`src/rtl/rf_pkg.sv`:
```
package rf_pkg;
  localparam int SYM_W = 5;

  localparam logic [SYM_W-1:0] CODE_Q   = 5'b10000;
  localparam logic [SYM_W-1:0] CODE_I   = 5'b10111;
  localparam logic [SYM_W-1:0] CODE_H   = 5'b10100;
  localparam logic [SYM_W-1:0] CODE_J   = 5'b11100;
  localparam logic [SYM_W-1:0] CODE_K   = 5'b10011;
  localparam logic [SYM_W-1:0] CODE_T   = 5'b11101;
  localparam logic [SYM_W-1:0] CODE_R   = 5'b10001;
  localparam logic [SYM_W-1:0] CODE_S   = 5'b11001;
  localparam logic [SYM_W-1:0] CODE_INV = 5'b11000;

  typedef enum logic [1:0] {
    ST_REPEAT = 2'b00,
    ST_IDLE   = 2'b01,
    ST_HALT1  = 2'b10,
    ST_HALT2  = 2'b11
  } rf_state_e;

  typedef enum logic [1:0] {
    PH_OUT  = 2'b00,
    PH_BODY = 2'b01,
    PH_TAIL = 2'b10
  } rf_phase_e;

  typedef enum logic [3:0] {
    K_DATA, K_Q, K_I, K_H, K_J, K_K, K_T, K_R, K_S, K_V
  } sym_kind_e;

  typedef enum logic [1:0] {
    EMIT_PASS = 2'b00,
    EMIT_IDLE = 2'b01,
    EMIT_HALT = 2'b10
  } rf_emit_e;

  function automatic logic is_line_bad(sym_kind_e k);
    return (k == K_Q) || (k == K_H) || (k == K_V);
  endfunction

  function automatic logic is_trailer(sym_kind_e k);
    return (k == K_T) || (k == K_R) || (k == K_S);
  endfunction
endpackage

```
`src/rtl/rf_sym_class.sv`:
```
module rf_sym_class
  import rf_pkg::*;
(
  input  logic [SYM_W-1:0] sym_i,
  output sym_kind_e        kind_o
);
  always_comb begin
    if (!sym_i[SYM_W-1]) begin
      kind_o = K_DATA;
    end else begin
      unique case (sym_i)
        CODE_Q:  kind_o = K_Q;
        CODE_I:  kind_o = K_I;
        CODE_H:  kind_o = K_H;
        CODE_J:  kind_o = K_J;
        CODE_K:  kind_o = K_K;
        CODE_T:  kind_o = K_T;
        CODE_R:  kind_o = K_R;
        CODE_S:  kind_o = K_S;
        default: kind_o = K_V;
      endcase
    end
  end
endmodule

```
`src/rtl/rf_pair_class.sv`:
```
module rf_pair_class
  import rf_pkg::*;
#(
  parameter int N_SYM = 2
) (
  input  logic [N_SYM*SYM_W-1:0] pair_i,
  output sym_kind_e              kind_hi_o,
  output sym_kind_e              kind_lo_o
);
  sym_kind_e kinds [N_SYM];

  for (genvar g = 0; g < N_SYM; g++) begin : g_sym
    rf_sym_class u_sym (
      .sym_i  (pair_i[g*SYM_W +: SYM_W]),
      .kind_o (kinds[g])
    );
  end

  assign kind_hi_o = kinds[N_SYM-1];
  assign kind_lo_o = kinds[0];
endmodule

```
`src/rtl/rf_next.sv`:
```
module rf_next
  import rf_pkg::*;
(
  input  rf_state_e state_i,
  input  rf_phase_e phase_i,
  input  sym_kind_e hi_i,
  input  sym_kind_e lo_i,
  output rf_state_e state_o,
  output rf_phase_e phase_o,
  output rf_emit_e  emit_o,
  output logic      gobble_o
);
  logic pr_jk, pr_ii, pr_tail;

  assign pr_jk   = (hi_i == K_J) && (lo_i == K_K);
  assign pr_ii   = (hi_i == K_I) && (lo_i == K_I);
  assign pr_tail = is_trailer(hi_i) && is_trailer(lo_i);

  // outcome of a pair seen inside a frame body
  typedef enum logic [1:0] {BO_PASS, BO_FRAG, BO_HALT} body_out_e;
  body_out_e body_out;
  rf_phase_e body_ph;

  always_comb begin
    body_out = BO_HALT;
    body_ph  = PH_OUT;
    if (is_line_bad(hi_i) || is_line_bad(lo_i)) begin
      body_out = BO_HALT;
    end else if (hi_i == K_I) begin
      body_out = BO_FRAG;
    end else if (hi_i == K_T) begin
      if (is_trailer(lo_i)) begin
        body_out = BO_PASS;
        body_ph  = PH_TAIL;
      end else if (lo_i == K_I) begin
        body_out = BO_PASS;
        body_ph  = PH_OUT;
      end
    end else if (pr_jk) begin
      body_out = BO_PASS;
      body_ph  = PH_BODY;
    end else if (hi_i == K_DATA) begin
      if (lo_i == K_DATA) begin
        body_out = BO_PASS;
        body_ph  = PH_BODY;
      end else if (lo_i == K_T) begin
        body_out = BO_PASS;
        body_ph  = PH_TAIL;
      end else if (lo_i == K_I) begin
        body_out = BO_FRAG;
      end
    end
  end

  always_comb begin
    state_o  = state_i;
    phase_o  = phase_i;
    emit_o   = EMIT_IDLE;
    gobble_o = 1'b0;
    unique case (state_i)
      ST_HALT1: begin
        state_o = ST_HALT2;
        phase_o = PH_OUT;
        emit_o  = EMIT_HALT;
      end
      ST_HALT2: begin
        state_o = ST_IDLE;
        phase_o = PH_OUT;
        emit_o  = EMIT_IDLE;
      end
      ST_IDLE: begin
        if (pr_jk) begin
          state_o = ST_REPEAT;
          phase_o = PH_BODY;
          emit_o  = EMIT_PASS;
        end
      end
      default: begin
        if (phase_i == PH_BODY) begin
          unique case (body_out)
            BO_PASS: begin
              emit_o  = EMIT_PASS;
              phase_o = body_ph;
            end
            BO_FRAG: begin
              emit_o   = EMIT_IDLE;
              gobble_o = 1'b1;
              phase_o  = PH_OUT;
            end
            default: begin
              state_o = ST_HALT1;
              phase_o = PH_OUT;
              emit_o  = EMIT_HALT;
            end
          endcase
        end else if ((phase_i == PH_TAIL) && pr_tail) begin
          emit_o  = EMIT_PASS;
          phase_o = PH_TAIL;
        end else if (pr_jk) begin
          emit_o  = EMIT_PASS;
          phase_o = PH_BODY;
        end else begin
          emit_o  = pr_ii ? EMIT_PASS : EMIT_IDLE;
          phase_o = PH_OUT;
        end
      end
    endcase
  end
endmodule

```
`src/rtl/repeat_filter.sv`:
```
module repeat_filter
  import rf_pkg::*;
#(
  parameter int N_SYM = 2
) (
  input  logic                   clk,
  input  logic                   rst,
  input  logic [N_SYM*SYM_W-1:0] pair_i,
  input  logic                   par_err_i,
  input  logic                   filt_off_i,
  output logic [N_SYM*SYM_W-1:0] pair_o,
  output logic                   gobble_o,
  output logic [1:0]             state_o
);
  localparam int PAIR_W = N_SYM * SYM_W;
  localparam logic [PAIR_W-1:0] PAIR_II  = {N_SYM{CODE_I}};
  localparam logic [PAIR_W-1:0] PAIR_HH  = {N_SYM{CODE_H}};
  localparam logic [PAIR_W-1:0] PAIR_INV = {N_SYM{CODE_INV}};

  logic [PAIR_W-1:0] eff_pair, pair_q, pair_n;
  sym_kind_e         kind_hi, kind_lo;
  rf_state_e         state_q, state_n;
  rf_phase_e         phase_q, phase_n;
  rf_emit_e          emit;
  logic              gob_q, gob_n;

  assign eff_pair = par_err_i ? PAIR_INV : pair_i;

  rf_pair_class #(.N_SYM(N_SYM)) u_class (
    .pair_i    (eff_pair),
    .kind_hi_o (kind_hi),
    .kind_lo_o (kind_lo)
  );

  rf_next u_next (
    .state_i  (state_q),
    .phase_i  (phase_q),
    .hi_i     (kind_hi),
    .lo_i     (kind_lo),
    .state_o  (state_n),
    .phase_o  (phase_n),
    .emit_o   (emit),
    .gobble_o (gob_n)
  );

  always_comb begin
    unique case (emit)
      EMIT_PASS: pair_n = eff_pair;
      EMIT_HALT: pair_n = PAIR_HH;
      default:   pair_n = PAIR_II;
    endcase
  end

  always_ff @(posedge clk) begin
    if (rst) begin
      state_q <= ST_IDLE;
      phase_q <= PH_OUT;
      pair_q  <= PAIR_II;
      gob_q   <= 1'b0;
    end else if (filt_off_i) begin
      state_q <= ST_IDLE;
      phase_q <= PH_OUT;
      pair_q  <= eff_pair;
      gob_q   <= 1'b0;
    end else begin
      state_q <= state_n;
      phase_q <= phase_n;
      pair_q  <= pair_n;
      gob_q   <= gob_n;
    end
  end

  assign pair_o   = pair_q;
  assign gobble_o = gob_q;
  assign state_o  = state_q;
endmodule

```
`config.mk`:
```
export PLATFORM = sky130hd
export DESIGN_NAME = repeat_filter
export DESIGN_NICKNAME = d
export VERILOG_FILES = /design/src/rtl/rf_pkg.sv /design/src/rtl/rf_sym_class.sv /design/src/rtl/rf_pair_class.sv /design/src/rtl/rf_next.sv /design/src/rtl/repeat_filter.sv
export SDC_FILE = /design/constraint.sdc
export NUM_CORES = 1
export LEC_CHECK = 0
export ABC_AREA = 1
export CAP_MARGIN = 20
export CORE_MARGIN = 5
export CORE_UTILIZATION = 54
export DETAILED_ROUTE_END_ITERATION = 10
export PLACE_DENSITY = 0.84
export REMOVE_ABC_BUFFERS = 1
export SYNTH_ARGS = -nofsm -noshare
export SYNTH_HDL_FRONTEND = slang
export SYNTH_SLANG_ARGS = --single-unit
```
`constraint.sdc`:
```
create_clock -name clk -period 3.7 [get_ports clk]
set_input_delay 0.74 -clock clk [delete_from_list [all_inputs] [get_ports clk]]
set_output_delay 0.74 -clock clk [all_outputs]
set_load 0.02 [all_outputs]
```
Yosys cells after proc, flatten, opt, wreduce, memory -nomap -nowiden --
Memories as Yosys holds them, arrays and structs flattened. Cells that the tools add are included.
Word-level totals: memory bits (read-only) 256, logic and storage cells 96, input bits 14, register bits after elaboration 15, memories 2, bits in latches 0, RAM bits 0, output and inout bits 13
Memory list:
- (name not given) | depth 32, bits a word 4, read ports 1, clocked after Yosys merged registers in 0, write ports 0, line rf_sym_class.sv:11 | unique case (sym_i)
- (name not given) | depth 32, bits a word 4, read ports 1, clocked after Yosys merged registers in 0, write ports 0, line rf_sym_class.sv:11
Operators by class: div/mod/pow operators 0, multipliers 0, reductions and logical operators 23, $add $sub $neg 0, $lt $le $gt $ge 0, equal/unequal tests 25, bitwise operators 1, muxes and demuxes 41, shift-type cells 0
Operators with widths (count):
- 2-to-1 mux 2 bit | 28
- == test 4 x 3 -> 1 bit, second input constant | 6
- 2-to-1 mux 10 bit | 2
- one-hot mux 10 bit (2 select lines) | 1
- == test 4 x 2 -> 1 bit, second input constant | 4
- == test 4 bit, second input constant | 4
- one-hot mux 2 bit (3 select lines) | 2
- logical OR 1 bit | 9
- == test 2 bit, second input constant | 4
- == test 4 x 1 -> 1 bit, second input constant | 2
- logical NOT 4 bit | 2
- 2-to-1 mux 4 bit | 2
- one-hot mux 2 bit (2 select lines) | 2
- == test 2 x 1 -> 1 bit, second input constant | 3
- OR reduction 2 bit | 3
- OR reduction 6 bit | 1
- logical AND 1 bit | 4
- logical NOT 2 bit | 2
- 2-to-1 mux 1 bit | 4
- != test 4 x 1 -> 1 bit, second input constant | 1
- nonzero test 4 bit | 1
- AND reduction 3 bit | 1
- != test 2 x 1 -> 1 bit, second input constant | 1
- NOT 1 bit | 1

Logic depth before layout (Yosys ltp) --
An unclocked memory read counts as a cell.
depth in word-level cells 19, depth in mapped cells 23

Modules after synthesis --
From an unflattened synthesis, not the netlist that was laid out.
Unflattened totals: cells, all modules 224, area total of the unflattened synthesis 1256.2 sq um
By module, submodules not included:
- repeat_filter | times used 1, area an instance 554.3 sq um, cells an instance 76
- rf_next | times used 1, area an instance 424.2 sq um, cells an instance 94
- rf_sym_class | times used 2, area an instance 138.9 sq um, cells an instance 27

Worst setup path after synthesis --
OpenSTA, ideal clock, no wires.
kind input port to flip-flop, start point input port par_err_i, end point register pair_q[2], in the netlist pair_o[2], path slack 1.085 ns, path buffers 1, setup time 0.129 ns, cell stages on the path 17, arrival time 2.486 ns, required time 3.571 ns, path through buf_6 > nor2_1 > inv_1 > ha_1 > nand3_1 > nand2_1 > nor2_1 > nor2_2 > nand4_1 > nor2_1 > nor2_1 > nand2_1 > nand2_1 > nand2_1 > nand2_2 > a21oi_4 > nand3_2
On the way: longest elaborated chain between the ends 19
Ends and longest elaborated chain:
- start: declaration | line repeat_filter.sv:9 | input logic par_err_i,
- 2-to-1 mux 10 bit (*) | line repeat_filter.sv:27 | assign eff_pair = par_err_i ? PAIR_INV : pair_i;
- memory (32 x 4 bit)
- 2-to-1 mux 4 bit | line rf_sym_class.sv:8 | if (!sym_i[SYM_W-1]) begin
- == test 4 x 2 -> 1 bit | line rf_next.sv:16, rf_next.sv:35, rf_next.sv:49
- 2-to-1 mux 2 bit | line rf_next.sv:49 | end else if (lo_i == K_I) begin
- 2-to-1 mux 2 bit | line rf_next.sv:46 | end else if (lo_i == K_T) begin
- 2-to-1 mux 2 bit | line rf_next.sv:43 | if (lo_i == K_DATA) begin
- 2-to-1 mux 2 bit | line rf_next.sv:42 | end else if (hi_i == K_DATA) begin
- [3 not listed]
- 2-to-1 mux 2 bit | line rf_next.sv:27 | if (is_line_bad(hi_i) || is_line_bad(lo_i)) begin
- == test 2 x 1 -> 1 bit / logical NOT 2 bit (equally long branches) | line rf_next.sv:80 | unique case (body_out)
- one-hot mux 2 bit (2 select lines) | line rf_next.sv:80
- 2-to-1 mux 2 bit | line rf_next.sv:79 | if (phase_i == PH_BODY) begin
- one-hot mux 2 bit (3 select lines) | line rf_next.sv:60 | unique case (state_i)
- == test 2 bit / logical NOT 2 bit (equally long branches) | line repeat_filter.sv:47 | unique case (emit)
- one-hot mux 10 bit (2 select lines) | line repeat_filter.sv:47
- 2-to-1 mux 10 bit (*) | line repeat_filter.sv:60 | end else if (filt_off_i) begin
- end signal: assignment | line repeat_filter.sv:63 | pair_q <= eff_pair;
- end signal: assignment | line repeat_filter.sv:68 | pair_q <= pair_n;
- end: declaration | line repeat_filter.sv:20 | logic [PAIR_W-1:0] eff_pair, pair_q, pair_n;
Mark *: on every way between the ends. The rest lies on a longest branch, timed or not. A chain may end at the register's enable or synchronous reset.

Final worst setup path --
start point input port par_err_i, end point register pair_q[1], in the netlist pair_o[1]
Same word-level chain as after synthesis.

==> results.cfg <==
[run_status]
status = finished clean

[synth]
avgSynthCellArea_um2 = 6.27
syn_area_um2 = 1250
ys_seq_elements = 15
synth.distinct_cells = 26
netlist_instances = 199
yosysWarningCount = 0
synth-seq-area-share = 0.240

[placement]
numPortBuffers = 26
dp_hpwl_mm = 2.34
pre_cts_ws_ns = 0.137
gp_congestion = 0.900

[drt]
drt-total-wl_mm = 2.78
avgViaCountPerCell = 5.07
drt_iter0_drc = 35
drc = 0
wire_per_inst_um = 10.9
dr.pass1.iters = 4
vias = 1299
ant_nets = 0

[worst_setup_path]
critical_path_arrival_ns = 3.51
critPathSlowestCell = clkdlybuf4s50_1
endpoint_kind = register
worst-path-max-fanout = 11
cpPeakStageDelay_ns = 0.66
required_ns = 3.94
crit_chain = clkdlybuf4s50_1 -> nor2_1 -> inv_1 -> ha_1 -> nand3_1 -> nand2_1 -> nor2_1 -> nor2_2 -> nand2_1 -> nor2_2 -> nand3_1 -> nand2_1 -> a21oi_1 -> nand2_1 -> nand2_1 -> nand2_1 -> nand2_1 -> nand2_2 -> nand2_1 -> nand2_1
crit_top_cell = nand2_1
crit_type = input port to register
start_kind = input port

[clocking]
cts-htree-levels = 1
cts_tree = built
cts_setup_buffers = 0
cts_sinks = 15
post_cts_resized = 0
clock-root-buffer = clkbuf_4
worstSkewPairLatency_ns = 0.29
cts-buffers-inserted = 3
cts_hold_buf = 0
cts_max_path_buffers = 2
clkTransAtPathRegs_ns = 0.08

[power_and_ir_drop]
combPwrFrac = 0.317
switching_power_w = 0.000123
pwr-share-seq = 0.441
intPower_w = 0.000257
pwr-share-clk = 0.241
powerDensity_nw_per_um2 = 244
total_leakage_power_nw = 0.757
ir_worst_vdd_mv = 0.184
swShare = 0.324

[cells_and_area]
drive_gt1_frac = 0.180
diodes = 0
syn_to_final_growth_pct = 24.5
mostFrequentLayoutCell = nand2_1
nets = 246
final_cell_mix = nand2_1, clkdlybuf4s50_1, nor2_1, inv_1, nand3_1

[sta]
max_slew.worst_pin.slew_ns = 0.514
report.final.slew_viol_count = 0
clock_skew_ns = 0.00219
rsz0062_at_grt = false
slew_headroom = 0.656
fmax_ghz = 0.305
setup_viol = 0
finalWorstSetupSlack_ns = 0.426
fin_crit_sh = 0.885
fin_setup_tns_ns = 0
period_minus_slack_ns = 3.27
finalHoldViolations = 0

[grt]
grt_overflow = 0
grt_pass1_vias = 1231
grt.total_usage = 0.184
grt_pass1_wl_mm = 4.92
antenna_found_initial = 0
grt_max_degree = 12

[hold_path]
hold_path.class = register to register

[floorplanning]
ios = 27
initial_core_util = 0.564
coreArea_um2 = 2210
die_h_um = 58.1
die_w_um = 58.1
num_rows = 17
die_area_um2 = 3370

[job]
maxCapViolations = 0
worst max-delay path, delay by kind of cell:
kind	cells	cell delay, ns
simple gates	16	1.72
fa+ha+maj	1	0.27
compound gates	1	0.04
buf+inv	2	0.73
cells in the mapped netlist:
cell	count	share of area
nand3_4	1	0.014
nand3_2	7	0.056
nor2_8	1	0.016
a21boi_0	1	0.0060
a21oi_4	1	0.013
nand3_1	18	0.072
nor2_4	1	0.0090
nor2_2	8	0.040
nand2_2	9	0.045
a21oi_2	1	0.0070
buf_6	2	0.018
nand2_1	67	0.20
nand2_4	2	0.018
inv_8	1	0.0090
nand4_1	1	0.0050
inv_2	4	0.012
nor2_1	23	0.069
nor3_1	1	0.0040
o21ai_0	4	0.016
dfxtp_1	15	0.24
or2_4	1	0.0070
a21oi_1	5	0.020
ha_1	3	0.030
nor4_1	1	0.0050
o211ai_1	1	0.0060
inv_1	20	0.060
cell families after synthesis:
group | share of synthesized area
simple gates | 0.562
buf+inv | 0.0992
flops | 0.240
compound gates | 0.0681
fa+ha+maj | 0.0301
worst paths after layout:
path / start / end / slack (ns) / depth (start not counted)
min reg2reg: phase_q[0] / phase_q[0] / 0.48 / 2
min: phase_q[0] / phase_q[0] / 0.48 / 2
max reg2reg: phase_q[0] / pair_o[1] / 2.22 / 11
max: par_err_i / pair_o[1] / 0.43 / 20
layer usage:
layer,share of wire,track usage,up-vias,wire [µm]
met3,0.063,0.0134,5,174
li1,-,-,683,-
met1,0.42,0.214,566,1160
met4,0.024,0.109,0,68
met5,0,0,-,0
met2,0.49,0.327,45,1380
metrics by stage:
| step | instance area, µm² | util | total power [W] | hold slack [ns] | cells |
|---|---|---|---|---|---|
| 2_1_floorplan | 1230 | - | 0.000247 | 0.442 | 197 |
| 3_3_place_gp | 1530 | 0.691 | 0.000288 | 0.455 | 252 |
| 3_5_place_dp | 1530 | 0.691 | 0.000292 | 0.468 | 252 |
| 4_1_cts | 1560 | 0.703 | 0.000382 | 0.483 | 256 |
| 5_1_grt | 1560 | 0.703 | 0.000402 | 0.511 | 256 |
| 6_report | 1560 | 0.703 | 0.000380 | 0.484 | 256 |
power by group through the flow:
stage	logic (W)	clock network, W	registers [W]
5_1_grt	0.000134	0.0000998	0.000168
3_3_place_gp	0.000117	0	0.000172
2_1_floorplan	0.0000680	0	0.000179
4_1_cts	0.000121	0.0000936	0.000168
6_report	0.000121	0.0000918	0.000168
3_5_place_dp	0.000120	0	0.000172
flip-flops by register name (all words and copies together), names as in the netlist:
name	cells
pair_o	10
phase_q	2
state_o	2
gobble_o	1
final cells by class:
| type | count | area (µm²) |
|---|---|---|
| Clock buffer | 4 | 26.3 |
| Multi-Input combinational cell | 157 | 825 |
| Inverter | 25 | 101 |
| Fill cell | 199 | 657 |
| Sequential cell | 15 | 300 |
| Tap cell | 28 | 35.0 |
| Timing Repair Buffer | 27 | 268 |
(Power assumes the default switching activity.)
